--- src/rtl/eeprom_slave.sv ---
module eeprom_slave #(
  parameter int ADDR_W = 8
) (
  input  logic              clk,
  input  logic              rst_n,
  input  logic              scl_i,
  input  logic              sda_i,
  input  logic [2:0]        strap_i,
  input  logic              wc_i,
  input  logic              busy_i,
  output logic              sda_pull_o,
  output logic              wr_en_o,
  output logic [ADDR_W-1:0] wr_addr_o,
  output logic [7:0]        wr_data_o
);
  localparam int DEPTH = 1 << ADDR_W;

  typedef enum logic [2:0] {ST_IDLE, ST_DEV, ST_AH, ST_AL, ST_WD, ST_RD} st_t;

  logic [1:0] scl_sy, sda_sy;
  logic       scl_d, sda_d;
  logic       scl_s, sda_s;
  assign scl_s = scl_sy[1];
  assign sda_s = sda_sy[1];

  logic start_ev, stop_ev, rise_ev, fall_ev;
  assign start_ev = scl_s & scl_d & sda_d & ~sda_s;
  assign stop_ev  = scl_s & scl_d & ~sda_d & sda_s;
  assign rise_ev  = scl_s & ~scl_d;
  assign fall_ev  = ~scl_s & scl_d;

  st_t             st;
  logic [3:0]      cnt;
  logic [7:0]      sh, txsh, hi;
  logic            rd_bit, ack_ok, mack;
  logic [ADDR_W-1:0] ptr;
  logic [7:0]      mem [DEPTH];
  logic [7:0]      rd_q;

  logic dev_match;
  assign dev_match = (sh[7:1] == {4'b1010, strap_i});

  always_ff @(posedge clk) begin
    rd_q <= mem[ptr];
    if (wr_en_o) mem[wr_addr_o] <= wr_data_o;
  end

  always_ff @(posedge clk) begin
    if (!rst_n) begin
      scl_sy <= 2'b11;
      sda_sy <= 2'b11;
      scl_d  <= 1'b1;
      sda_d  <= 1'b1;
    end else begin
      scl_sy <= {scl_sy[0], scl_i};
      sda_sy <= {sda_sy[0], sda_i};
      scl_d  <= scl_s;
      sda_d  <= sda_s;
    end
  end

  always_ff @(posedge clk) begin
    if (!rst_n) begin
      st <= ST_IDLE;
      cnt <= '0;
      sh <= '0;
      txsh <= '0;
      hi <= '0;
      rd_bit <= 1'b0;
      ack_ok <= 1'b0;
      mack <= 1'b0;
      ptr <= '0;
      sda_pull_o <= 1'b0;
      wr_en_o <= 1'b0;
      wr_addr_o <= '0;
      wr_data_o <= '0;
    end else begin
      wr_en_o <= 1'b0;
      if (busy_i) begin
        st <= ST_IDLE;
        sda_pull_o <= 1'b0;
      end else if (start_ev) begin
        st <= ST_DEV;
        cnt <= '0;
        sda_pull_o <= 1'b0;
      end else if (stop_ev) begin
        st <= ST_IDLE;
        sda_pull_o <= 1'b0;
      end else if (st != ST_IDLE) begin
        if (rise_ev) begin
          if (cnt < 4'd8) sh <= {sh[6:0], sda_s};
          if (cnt == 4'd8) mack <= ~sda_s;
          if (cnt < 4'd9) cnt <= cnt + 4'd1;
        end else if (fall_ev) begin
          if (st == ST_RD) begin
            if (cnt >= 4'd1 && cnt <= 4'd7) begin
              txsh <= {txsh[6:0], 1'b0};
              sda_pull_o <= ~txsh[6];
            end else if (cnt == 4'd8) begin
              sda_pull_o <= 1'b0;
            end else if (cnt == 4'd9) begin
              if (mack) begin
                cnt <= '0;
                txsh <= rd_q;
                sda_pull_o <= ~rd_q[7];
                ptr <= ptr + 1'b1;
              end else begin
                st <= ST_IDLE;
                sda_pull_o <= 1'b0;
              end
            end
          end else if (cnt == 4'd8) begin
            case (st)
              ST_DEV: begin
                ack_ok <= dev_match;
                rd_bit <= sh[0];
                sda_pull_o <= dev_match;
                if (!dev_match) st <= ST_IDLE;
              end
              ST_AH: begin
                hi <= sh;
                ack_ok <= 1'b1;
                sda_pull_o <= 1'b1;
              end
              ST_AL: begin
                ptr <= ADDR_W'({hi, sh});
                ack_ok <= 1'b1;
                sda_pull_o <= 1'b1;
              end
              default: begin
                ack_ok <= ~wc_i;
                sda_pull_o <= ~wc_i;
                if (!wc_i) begin
                  wr_en_o <= 1'b1;
                  wr_addr_o <= ptr;
                  wr_data_o <= sh;
                  ptr <= ptr + 1'b1;
                end
              end
            endcase
          end else if (cnt == 4'd9) begin
            sda_pull_o <= 1'b0;
            cnt <= '0;
            case (st)
              ST_DEV: begin
                if (rd_bit) begin
                  st <= ST_RD;
                  txsh <= rd_q;
                  sda_pull_o <= ~rd_q[7];
                  ptr <= ptr + 1'b1;
                end else begin
                  st <= ST_AH;
                end
              end
              ST_AH: st <= ST_AL;
              ST_AL: st <= ST_WD;
              default: st <= st;
            endcase
          end
        end
      end
    end
  end

  AST_PULL_SCL_LOW: assert property (@(posedge clk) disable iff (!rst_n)
    (sda_pull_o != $past(sda_pull_o)) |-> (!$past(scl_s) || $past(start_ev) || $past(stop_ev) || $past(busy_i)));

  AST_BUSY_DEAF: assert property (@(posedge clk) disable iff (!rst_n)
    $past(busy_i) |-> (!sda_pull_o && st == ST_IDLE));

  AST_WC_NO_STROBE: assert property (@(posedge clk) disable iff (!rst_n)
    wr_en_o |-> !$past(wc_i));

  AST_STROBE_IN_DATA: assert property (@(posedge clk) disable iff (!rst_n)
    wr_en_o |-> ($past(st) == ST_WD));

  AST_IDLE_RELEASED: assert property (@(posedge clk) disable iff (!rst_n)
    (st == ST_IDLE && $past(st) == ST_IDLE) |-> !sda_pull_o);

endmodule

--- config.mk ---
export PLATFORM = sky130hd
export DESIGN_NAME = eeprom_slave
export DESIGN_NICKNAME = d
export VERILOG_FILES = /design/src/rtl/eeprom_slave.sv
export SDC_FILE = /design/constraint.sdc
export NUM_CORES = 2
export LEC_CHECK = 0
export BUFFER_PORTS_ARGS = -buffer_cell sky130_fd_sc_hd__buf_2
export CORE_AREA = 2 2 446 448
export CTS_CLUSTER_DIAMETER = 200
export DETAILED_ROUTE_END_ITERATION = 16
export DIE_AREA = 0 0 448 450
export PLACE_DENSITY_LB_ADDON = 0.25
export SYNTH_ARGS = -nofsm -noshare
export SYNTH_HDL_FRONTEND = slang
export SYNTH_SLANG_ARGS = --single-unit
--- constraint.sdc ---
create_clock -name clk -period 4 [get_ports clk]
set_clock_uncertainty 0.1 [all_clocks]
set_input_delay 0.8 -clock clk [delete_from_list [all_inputs] [get_ports clk]]
set_output_delay 0.8 -clock clk [all_outputs]
set_load 0.1 [all_outputs]
Word-level counts from Yosys, hierarchy flattened
Memory sizes are Yosys's and may differ from the RTL's. A register that Yosys moved wholly into a read port is not among the register bits.
Cells that the tools add are included.
{"block": "op_classes", "n_bitwise": 24, "muxes": 62, "n_reduce_logical": 36, "eq_ne": 30, "add_sub_neg": 2, "order_cmp": 4}
{"op": "$mux 8", "n": 10}
{"op": "$mux 7", "n": 9}
{"op": "$mux 4", "n": 13}
{"op": "$reduce_and 11->1", "n": 3}
{"op": "$mux 3", "n": 10}
{"op": "$ne 4x4->1 const B", "n": 6}
{"op": "$reduce_bool 3->1", "n": 8}
{"op": "$mux 1", "n": 17}
{"op": "$not 1->1", "n": 17}
{"op": "$pmux 8 s2", "n": 1}
{"op": "$reduce_and 15->1", "n": 1}
{"op": "$ne 2x2->1 const B", "n": 7}
{"op": "$reduce_and 13->1", "n": 1}
{"op": "$ne 4x3->1 const B", "n": 3}
{"op": "$reduce_and 6->1", "n": 2}
{"op": "$reduce_bool 4->1", "n": 3}
{"op": "$reduce_or 12->1", "n": 1}
{"op": "$reduce_and 10->1", "n": 1}
{"op": "$reduce_bool 2->1", "n": 5}
{"op": "$reduce_bool 5->1", "n": 2}
{"op": "$ne 3x2->1 const B", "n": 3}
{"op": "$pmux 3 s3", "n": 1}
{"op": "$reduce_and 9->1", "n": 1}
{"op": "$add 8x1->8 const B", "n": 1}
{"op": "other kinds (19)", "n": 32}
{"block": "word_totals", "mem_bits_rw": 2048, "out_inout_bits": 18, "inputBits": 9, "ff_bits": 56, "memories": 1}
{"memory": "mem", "words": 256, "word_bits": 8, "rd": 1, "rd_clocked_by_memory_dff": 1, "write_ports": 1, "line_no": "37", "text": "logic [7:0] mem [DEPTH];"}

Longest topological paths before layout
{"block": "logic_depth", "ltp_word": 10, "depth_mapped": 13}

Worst setup path before layout
No wires, ideal clock.
{"block": "synth_path", "path_type": "flip-flop to flip-flop", "from": "reg wr_data_o[0]", "to": "mem mem[0][0], data pin", "stages_incl_launch_ff": 1, "setup_ns": 0.991, "arrival_ns": 4.041, "path_buffers": 0, "setup_slack_ns": -1.132, "path_cell_list": "dfxtp_1"}
{"item": "from (decl)", "line_no": "14", "text": "output logic [7:0] wr_data_o"}
{"item": "from (signal assigned)", "line_no": "136", "text": "wr_data_o <= sh;"}
{"item": "to (decl)", "line_no": "37"}
No word-level cell before the write port.

==> results.yml <==
critical_path:
  cp-start-kind: "flip-flop"
  cp_top_family: "buffers and inverters"
  slowest_delay_ns: 0.79
  crit_path_max_fanout: 20
  worst-path-buf-inv: 4
  worstPathRequired_ns: 4.64
  worst_setup_path_end_kind: "flip-flop"
  critical_path_class: "flip-flop to flip-flop"
  slowest_stage: "dfxtp_4"
  cp.arrival_ns: 4.48
  cp_cell_sequence: "buf_12, buf_12, buf_4, mux4_2, o21ai_0, a21oi_1, nor4_1, buf_4, o31ai_1, a32o_1"
logic_synthesis:
  syn_nets: 4067
  yosysTopAreaCell: "edfxtp_1"
  ys_seq_elements: 2112
  synth_area_sq_mm: 0.0822
  netlist.area_leader.share_pct: 74.9
  synthCells: 4054
  synth_area_leaders: "edfxtp_1 (75%), mux4_2 (13%), mux2i_1 (2.0%), dfxtp_1 (1.6%), nor2_1 (1.4%)"
  synth_edf_count: 2048
  synthArstFlopShare_pct: 0
  synth_cell_types: 73
  yosysSeqAreaShare_pct: 76.4
  syn_area_per_cell_sq_um: 20.3
  ys.flop_type: "edfxtp_1"
  ys_warn_count: 0
grt:
  grt_pass1_wl_microns: 319000
  grt_pass1_vias: 42245
  antenna_found_initial: 2
  grt_max_degree: 216
  grtUsageTotal_pct: 22.2
  gr-total-overflow: 0
pwr:
  p_clk_share_pct: 44.8
  ir_drop_mv: 0.322
  power_switching_w: 0.00850
  p_total_w: 0.0433
  power_density_mw_per_mm2: 457
  seq_power_share_pct: 55.1
  switching_share_pct: 19.6
  p_int_w: 0.0348
  power_frac_comb_pct: 0.1
  cellLeakagePower_nw: 24.4
drt:
  drt_pass1_iterations: 5
  drt_iter0_drc: 5207
  wl_per_cell_microns: 30.8
  num_vias: 42373
  drc: 0
  wl_microns: 224000
  vias_per_cell: 5.82
  postRouteAntennaNets: 0
layout:
  area_delta_synth_final_pct: 15.5
  antenna_cells: 0
  layout_commonest_cell: "edfxtp_1"
  layout_common_cells: "edfxtp_1 (2048), mux4_2 (465), buf_4 (376), nor2_1 (299), clkbuf_16 (212)"
  nFillCells: 16118
  finalInstanceArea_sq_mm: 0.0949
  layout-drive-gt1-share_pct: 27.1
  nets: 4474
sta:
  finalCriticalPeriod_ns: 3.84
  tightest_slew_ns: 1.27
  slew_viol_final: 0
  relSlewSlack_pct: 15.3
  finalSetupViolCount: 0
  whs_ns: 0.183
  timing.fmax_mhz: 260
  hold_viol_final: 0
  finalCritPeriodShare_pct: 96.1
  rsz0062_at_grt: "false"
run_status:
  outcome: "finished clean"
die:
  initial_core_util_pct: 41.8
  die_w_microns: 448
  ios: 27
  die_y_microns: 450
  rows: 163
  core_area_sq_mm: 0.197
  die_area_sq_mm: 0.202
place:
  gp_congestion: 0.862
  io_buffers: 26
  place_area_sq_mm: 0.0881
  dp_hpwl_microns: 140000
clock_tree:
  cts_setup_buffers: 0
  clock_path_buffers: 3
  numCtsBuffers: 210
  cts.htree.levels: 4
  path_clk_slew_ns: 0.06
  cts_tree: "done"
  cts_root_buffer: "clkbuf_16"
  clkLatencyLatePin_ns: 0.87
  cts_sinks: 2112
worst_hold_path:
  hold_class: "primary input to flip-flop"
flow_run:
  drv_cap: 0
[final timing paths]
path                            startpoint  slack (ns)  depth (start not counted)   endpoint
worst max-delay path                ptr[0]        0.16                         10    rd_q[3]
worst min-delay path                 rst_n        0.18                          2      scl_d
worst max register to register      ptr[0]        0.16                         10    rd_q[3]
worst min register to register   scl_sy[0]        0.32                          1  scl_sy[1]
[per-stage QoR]
stage	cells	setup TNS, ns	setup slack (ns)	util, %
4_1_cts	7285	0	0.146	48.2
3_5_place_dp	6887	-0.0480	-0.0480	44.8
3_3_place_gp	6887	-0.0841	-0.0841	44.8
6_report	7285	0	0.155	48.3
2_1_floorplan	4054	0	0.817	-
5_1_grt	7285	0	0.0607	48.3
[synth_stat cells, types with 5 or more instances]
cell      number
edfxtp_1    2048
mux4_2       465
nor2_1       300
mux2i_1      165
clkbuf_1     122
nand2_1      100
a21oi_1       91
a22oi_1       84
buf_2         65
dfxtp_1       64
o21ai_0       52
nor2b_1       47
nand3_1       40
a221oi_1      38
o22ai_1       37
a211oi_1      30
buf_4         27
nor3_1        23
nand2b_1      22
buf_1         17
a22o_1        16
buf_6         16
nand4_1       15
o221ai_1      15
nor4_1        14
and2_1        11
inv_1         11
mux2_2         9
o211ai_1       9
o211a_1        7
o21a_1         5
o31ai_1        5
[power by group through the flow]
| stage | sequential [W] | combinational, W | clock [W] |
|---|---|---|---|
| 4_1_cts | 0.0239 | 0.0000375 | 0.0198 |
| 5_1_grt | 0.0239 | 0.0000411 | 0.0206 |
| 3_3_place_gp | 0.0243 | 0.0000358 | 0 |
| 6_report | 0.0239 | 0.0000378 | 0.0194 |
| 2_1_floorplan | 0.0244 | 0.0000237 | 0 |
| 3_5_place_dp | 0.0243 | 0.0000359 | 0 |
[state kept, by name, summed over array words and instances, names as in the netlist]
name and flops:
rd_bit 1, cnt 4, wr_addr_o 8, rd_q 8
sda_d 1, mem 2048, txsh 7, ptr 8
mack 1, wr_en_o 1, scl_sy 2, sda_sy 2
scl_d 1, sh 8, st 3, sda_pull_o 1
wr_data_o 8
[layout make-up]
class / instances / area [sq um] / area share [%]
multi-input cells: 1680 / 18100 / 19.1
well taps: 2640 / 3300 / 3.48
flip-flops and latches: 2112 / 62800 / 66.2
clock buffers: 257 / 5520 / 5.82
repair buffers: 446 / 3810 / 4.02
inverters: 11 / 43.8 / 0.0462
clock inverters: 139 / 1260 / 1.33
[timing repair]
action | 4_1_cts | 5_1_grt
hold endpoints to repair | 2 | 0
hold buffers | 2 | 0
resized for setup | 1 | 0
endpoints found under the setup margin | 1 | 0
[layer usage]
layer	vias up	part of all wire, %	GRT usage [%]
met2	1778	47	34.5
met3	332	7.7	4.15
li1	17613	-	-
met5	-	0.0085	0
met1	22648	42	32.2
met4	2	2.8	6.52
[cells by family (layout without fill, tap and decap cells)]
| logic type | Yosys count | in the layout | synth area share, % |
|---|---|---|---|
| AO/OA/AOI/OAI | 432 | 432 | 3.65 |
| XOR/XNOR | 3 | 3 | 0.0320 |
| adder cells (fa/ha/maj) | 4 | 4 | 0.0609 |
| buffers and inverters | 262 | 853 | 1.63 |
| flip-flops | 2112 | 2112 | 76.4 |
| multiplexers | 639 | 639 | 14.9 |
| AND/OR/NAND/NOR | 602 | 602 | 3.33 |
(Power assumes the default switching activity.)
